`src/rtl/lcs_clkgen_pkg.sv`:
```
package lcs_clkgen_pkg;

    // Decoded outputs of the generator, gathered for a single assignment.
    typedef struct packed {
        logic cpu_clk;
        logic cpu_en;
        logic long_cyc;
        logic line_start;
    } lcs_taps_t;

endpackage

```
`src/rtl/lcs_phase_timer.sv`:
```
module lcs_phase_timer #(
    parameter int LOW_TICKS     = 7,
    parameter int HIGH_TICKS    = 7,
    parameter int STRETCH_TICKS = 2
) (
    input  logic clk_i,
    input  logic rst_ni,
    input  logic long_i,
    output logic hi_o,
    output logic last_o,
    output logic start_o
);

    localparam int MAX_LEN = LOW_TICKS + HIGH_TICKS + STRETCH_TICKS;
    localparam int TW      = (MAX_LEN > 2) ? $clog2(MAX_LEN) : 1;
    localparam logic [TW-1:0] END_SHORT = TW'(LOW_TICKS + HIGH_TICKS - 1);
    localparam logic [TW-1:0] END_LONG  = TW'(MAX_LEN - 1);
    localparam logic [TW-1:0] RISE_AT   = TW'(LOW_TICKS);

    typedef struct packed {
        logic [TW-1:0] tick;
        logic          hi;
    } phase_st_t;

    phase_st_t     st_d, st_q;
    logic [TW-1:0] end_tick;
    logic          wrap;

    always_comb begin
        end_tick = long_i ? END_LONG : END_SHORT;
        wrap     = (st_q.tick == end_tick);
        st_d     = st_q;
        st_d.tick = wrap ? '0 : st_q.tick + 1'b1;
        st_d.hi   = (st_d.tick >= RISE_AT);
    end

    always_ff @(posedge clk_i or negedge rst_ni) begin
        if (!rst_ni) st_q <= '0;
        else         st_q <= st_d;
    end

    assign hi_o    = st_q.hi;
    assign last_o  = wrap;
    assign start_o = (st_q.tick == '0);

    assert_tick_bound_R9: assert property (@(posedge clk_i) disable iff (!rst_ni)
        st_q.tick <= END_LONG);

    assert_rise_point_R2: assert property (@(posedge clk_i) disable iff (!rst_ni)
        $rose(st_q.hi) |-> st_q.tick == RISE_AT);

    assert_wrap_low_R2: assert property (@(posedge clk_i) disable iff (!rst_ni)
        wrap |=> !st_q.hi && st_q.tick == '0);

endmodule

```
`src/rtl/lcs_cycle_counter.sv`:
```
module lcs_cycle_counter #(
    parameter int LINE_CYCLES = 65
) (
    input  logic clk_i,
    input  logic rst_ni,
    input  logic advance_i,
    output logic long_o,
    output logic first_o
);

    localparam int CW = (LINE_CYCLES > 2) ? $clog2(LINE_CYCLES) : 1;
    localparam logic [CW-1:0] LAST_IDX = CW'(LINE_CYCLES - 1);

    typedef struct packed {
        logic [CW-1:0] idx;
    } cyc_st_t;

    cyc_st_t cyc_d, cyc_q;

    always_comb begin
        cyc_d = cyc_q;
        if (advance_i) begin
            cyc_d.idx = (cyc_q.idx == LAST_IDX) ? '0 : cyc_q.idx + 1'b1;
        end
    end

    always_ff @(posedge clk_i or negedge rst_ni) begin
        if (!rst_ni) cyc_q <= '0;
        else         cyc_q <= cyc_d;
    end

    assign long_o  = (cyc_q.idx == LAST_IDX);
    assign first_o = (cyc_q.idx == '0);

    assert_idx_bound_R6: assert property (@(posedge clk_i) disable iff (!rst_ni)
        cyc_q.idx <= LAST_IDX);

    assert_line_wrap_R6: assert property (@(posedge clk_i) disable iff (!rst_ni)
        advance_i && long_o |=> first_o);

    assert_hold_idle_R5: assert property (@(posedge clk_i) disable iff (!rst_ni)
        !advance_i |=> $stable(cyc_q.idx));

endmodule

```
`src/rtl/lcs_clkgen.sv`:
```
module lcs_clkgen
    import lcs_clkgen_pkg::*;
#(
    parameter int LOW_TICKS     = 7,
    parameter int HIGH_TICKS    = 7,
    parameter int STRETCH_TICKS = 2,
    parameter int LINE_CYCLES   = 65
) (
    input  logic clk_i,
    input  logic rst_ni,
    output logic cpu_clk_o,
    output logic cpu_en_o,
    output logic long_cyc_o,
    output logic line_start_o
);

    logic       phase_hi, phase_last, phase_start;
    logic       cyc_long, cyc_first;
    lcs_taps_t  taps;

    lcs_phase_timer #(
        .LOW_TICKS    (LOW_TICKS),
        .HIGH_TICKS   (HIGH_TICKS),
        .STRETCH_TICKS(STRETCH_TICKS)
    ) phase_i (
        .clk_i  (clk_i),
        .rst_ni (rst_ni),
        .long_i (cyc_long),
        .hi_o   (phase_hi),
        .last_o (phase_last),
        .start_o(phase_start)
    );

    lcs_cycle_counter #(
        .LINE_CYCLES(LINE_CYCLES)
    ) cycle_i (
        .clk_i    (clk_i),
        .rst_ni   (rst_ni),
        .advance_i(phase_last),
        .long_o   (cyc_long),
        .first_o  (cyc_first)
    );

    always_comb begin
        taps.cpu_clk    = phase_hi;
        taps.cpu_en     = phase_last;
        taps.long_cyc   = cyc_long;
        taps.line_start = cyc_first && phase_start;
    end

    assign cpu_clk_o    = taps.cpu_clk;
    assign cpu_en_o     = taps.cpu_en;
    assign long_cyc_o   = taps.long_cyc;
    assign line_start_o = taps.line_start;

    assert_en_in_high_R4: assert property (@(posedge clk_i) disable iff (!rst_ni)
        cpu_en_o |-> cpu_clk_o);

    assert_fall_after_en_R4: assert property (@(posedge clk_i) disable iff (!rst_ni)
        $fell(cpu_clk_o) |-> $past(cpu_en_o));

    assert_start_low_R6: assert property (@(posedge clk_i) disable iff (!rst_ni)
        line_start_o |-> !cpu_clk_o && !long_cyc_o);

    assert_long_to_start_R5: assert property (@(posedge clk_i) disable iff (!rst_ni)
        cpu_en_o && long_cyc_o |=> line_start_o);

endmodule

```
`config.mk`:
```
export PLATFORM = sky130hd
export DESIGN_NAME = lcs_clkgen
export DESIGN_NICKNAME = d
export VERILOG_FILES = /design/src/rtl/lcs_clkgen_pkg.sv /design/src/rtl/lcs_phase_timer.sv /design/src/rtl/lcs_cycle_counter.sv /design/src/rtl/lcs_clkgen.sv
export SDC_FILE = /design/constraint.sdc
export NUM_CORES = 1
export LEC_CHECK = 0
export BUFFER_PORTS_ARGS = -buffer_cell sky130_fd_sc_hd__buf_4
export CORE_MARGIN = 4
export CORE_UTILIZATION = 45
export CTS_CLUSTER_SIZE = 12
export DETAILED_ROUTE_END_ITERATION = 10
export PLACE_DENSITY = 0.73
export REMOVE_ABC_BUFFERS = 1
export SLEW_MARGIN = 0
export SYNTH_ARGS = -nofsm -noshare
export SYNTH_HDL_FRONTEND = slang
export SYNTH_SLANG_ARGS = --single-unit
export TNS_END_PERCENT = 5
```
`constraint.sdc`:
```
create_clock -name clk_i -period 4.25 [get_ports clk_i]
set_input_delay 0 -clock clk_i [delete_from_list [all_inputs] [get_ports clk_i]]
set_output_delay 0 -clock clk_i [all_outputs]
set_load 0.1 [all_outputs]
```
==> results.md <==
- The hold violation count in the final report came to 0.
- After detailed placement, the design holds a cell count of 90.
- The first detailed-routing pass took 4 iterations.
- The fraction of final layout cells with drive strength greater than 1 is 16.3%.
- The worst setup path is captured at a primary output.
- The effective utilization at floorplan is 50.7%.
- The routability congestion estimate is 0.751.
- The first global-routing pass estimated 2.17 mm of wire.
- The headroom to the max-slew limit is 65.8%.
- The worst setup path is launched from a flip-flop.
- The design draws 208 uW.
- The worst-case clock skew is 0.000570 ns.
- Summed over all layers, the routed wires come to 1.29 mm.
- The total placed instance area is 752 um2.
- The number of distinct library cells after synthesis is 29.
- In the routed design, unresolved DRC markers number 0.
- The number of DRC violations after detailed-routing iteration 0 is 13.
- Measured along the x axis, the die boundary spans 47.5 um.
- The via density per instance is 5.69.
- Setup repair after global routing left no endpoint under its margin.
- The post-layout net count is 88.
- Dividing the synthesized area by the synthesized cell count gives 9.87 um2.
- At the pin with the least slew margin, the transition time is 0.505 ns.
- Counting along the longest clock path gives a buffer depth of 2.
- After synthesis the cells add up to 701 um2.
- The area of the die is 2250 um2.
- In the final routed layout, each cell accounts on average for 13.5 um.
- Sequential elements use 42.9% of the synthesized area.
- The cell sitting at the root of the clock tree is a clkbuf_4.
- The antenna diode count is 0.
- Clock latency on the worst-skew pair, taken at its later pin, is 0.27 ns.
- VDD sags by at most 0.000234 V.
- The cell family contributing the most delay on the critical path is simple AND/OR/NAND/NOR gates.
- The H-tree level count is 1.
- During synthesis, Yosys emitted a total of 0 warnings.
- The class of the tightest hold or removal check is in2async.
- The count of input and output buffers is 5.
- Clock-pin slew was measured on the worst setup and hold paths at 0.07 ns.
- Row generation in the floorplan step produced 13 rows.
- Based on the critical path, the design can be clocked at up to 464 MHz.
- The largest net degree at the start of global routing is 13.
- The detailed placement HPWL is 1.00 mm.
- The power per cell area is 261 nW/um2.
- The total clock sinks is 12.
- TritonCTS built the clock tree.
- Hold is met by 0.0967 ns.
- The run finished with clean final reports.
- The vertical extent of the die is 47.5 um.
- The synthesized instance count is 71.
- The total overflow left after global routing is 0.
- The buffers plus inverters on the worst setup path is 2.
- The initial antenna violation count was 0.
- The library cell contributing the largest single delay on the critical path is nor4b_1.
- The final cell count without fillers is 95.
- The post-route minimum period is 2.15 ns.
- The standby leakage power is 0.392 nW.
- During I/O placement, the number of pins put on the boundary was 6.
- The vias after detailed routing is 541.
- Across the run, the number of max-cap violations was 0.
- The number of setup violations in the final report is 0.
- STA puts the critical path data arrival time at 2.15 ns.
- The TritonCTS buffer count is 3.
- With fillers left out, the area of the finished cells amounts to 798 um2.
- The via count of the first global-routing pass is 495.
- The worst path uses 50.7% of the clock period.
- The largest single stage delay on the critical path is 0.43 ns.
- The post-CTS repair timing setup buffer count is 0.
- The flop and latch count out of synthesis is 12.
- The number of max-slew violations in the final report is 0.
- The post-synthesis to final-layout area growth is 13.9%.
- Across every metal layer, demand over resource in global routing totals 14.2%.
- The region available for standard cell placement spans 1380 um2.
- The detail route stage leaves a number of antenna-violating nets equal to 0.
- The critical path goes through inv_1 -> ha_1 -> nor4b_1 -> nand2b_1 -> nor4_1 -> buf_4.
- The critical path is of the reg2out type.
- Adding up every negative setup slack in the final design gives 0 ns.
- STA puts the critical path data required time at 4.25 ns.
- The largest fanout of any net on the critical path is 4.
## report_power, final
| group | leakage (nW) | total [mW] | internal [mW] | switching, mW |
|---|---|---|---|---|
| sequential | 0.139 | 0.114 | 0.114 | 0 |
| clock | 0.0210 | 0.0906 | 0.0521 | 0.0385 |
| combinational | 0.233 | 0.00351 | 0.00123 | 0.00228 |
## worst paths after layout
path | slack, ns | from | cells after the start | end
min | 0.1 | rst_ni | 2 | cycle_i.cyc_q[6]
min in group clk_i | 0.50 | phase_i.st_q[1] | 1 | phase_i.st_q[1]
max in group asynchronous | 4.00 | rst_ni | 2 | phase_i.st_q[3]
max | 2.10 | cycle_i.cyc_q[0] | 6 | line_start_o
max reg2reg | 2.52 | cycle_i.cyc_q[0] | 6 | phase_i.hi_o
min reg2reg | 0.50 | phase_i.st_q[1] | 1 | phase_i.st_q[1]
## flip-flops by register name, indices dropped and copies added (netlist names)
name           cells
cycle_i.cyc_q      7
phase_i.hi_o       1
phase_i.st_q       4
## stage by stage
stage                     setup WS (ns)  util [%]
after floorplan                   0.276         -
after global routing               1.81      57.7
after detailed placement           2.39      54.4
after global placement             2.48      54.4
final                              2.10      57.7
after CTS                          2.08      57.7
## repair_timing
item | 4_1_cts | 5_1_grt
hold buffers | 1 | 0
resized for setup | 0 | 0
hold endpoints to repair | 12 | 0
## area by class of cell
cell class                      count  area (um2)
Tap cell                           15        18.8
Fill cell                         119         584
Multi-Input combinational cell     53         377
Inverter                            5        18.8
Timing Repair Buffer                6        47.5
Clock buffer                        4        36.3
Sequential cell                    12         300
## layer usage
metal | track usage, % | part of all wire [%]
met3 | 4.51 | 5.8
met5 | 0 | 0
met4 | 6.63 | 1.3
met2 | 21.4 | 47
met1 | 18.4 | 46
## placed cells by master (no fill, tap or decap), drive strengths merged, types with 2 or more instances in the layout
master  synthesis  routed
dfrtp          12      12
nor2            2       2
xor2            3       3
o21ai           5       5
xnor2           2       2
nand2           4       4
nor3b           2       2
clkbuf          0       4
a21oi           3       3
nand2b          3       3
nand3           7       7
buf             1       5
nor2b           3       3
nor3            4       4
inv             5       5
ha              5       5
## cells in the mapped netlist (all sizes together)
cell	number	area (um2)
or4b	1	13.8
nand2	4	15.0
o21ai	5	25.0
nor3	4	36.3
nand2b	3	18.8
ha	5	62.6
nor2b	3	18.8
nor4b	1	8.76
nor3b	2	15.0
xnor2	2	17.5
buf	1	5.00
or3	1	6.26
or4	1	7.51
inv	5	18.8
a22oi	1	7.51
dfrtp	12	300
a21oi	3	15.0
nand3b	1	7.51
o22ai	1	6.26
and3	1	6.26
xor2	3	26.3
nor4	1	6.26
nor2	2	15.0
nand3	7	35.0
nand4	1	6.26
## cell families after synthesis
kind of cell | synth area share, %
flip-flops | 42.9
adder cells (fa/ha/maj) | 8.93
XOR/XNOR | 6.25
AND/OR/NAND/NOR | 30.9
buffers and inverters | 3.39
AO/OA/AOI/OAI | 7.68
No activity file was read; power rests on OpenSTA's default activity.
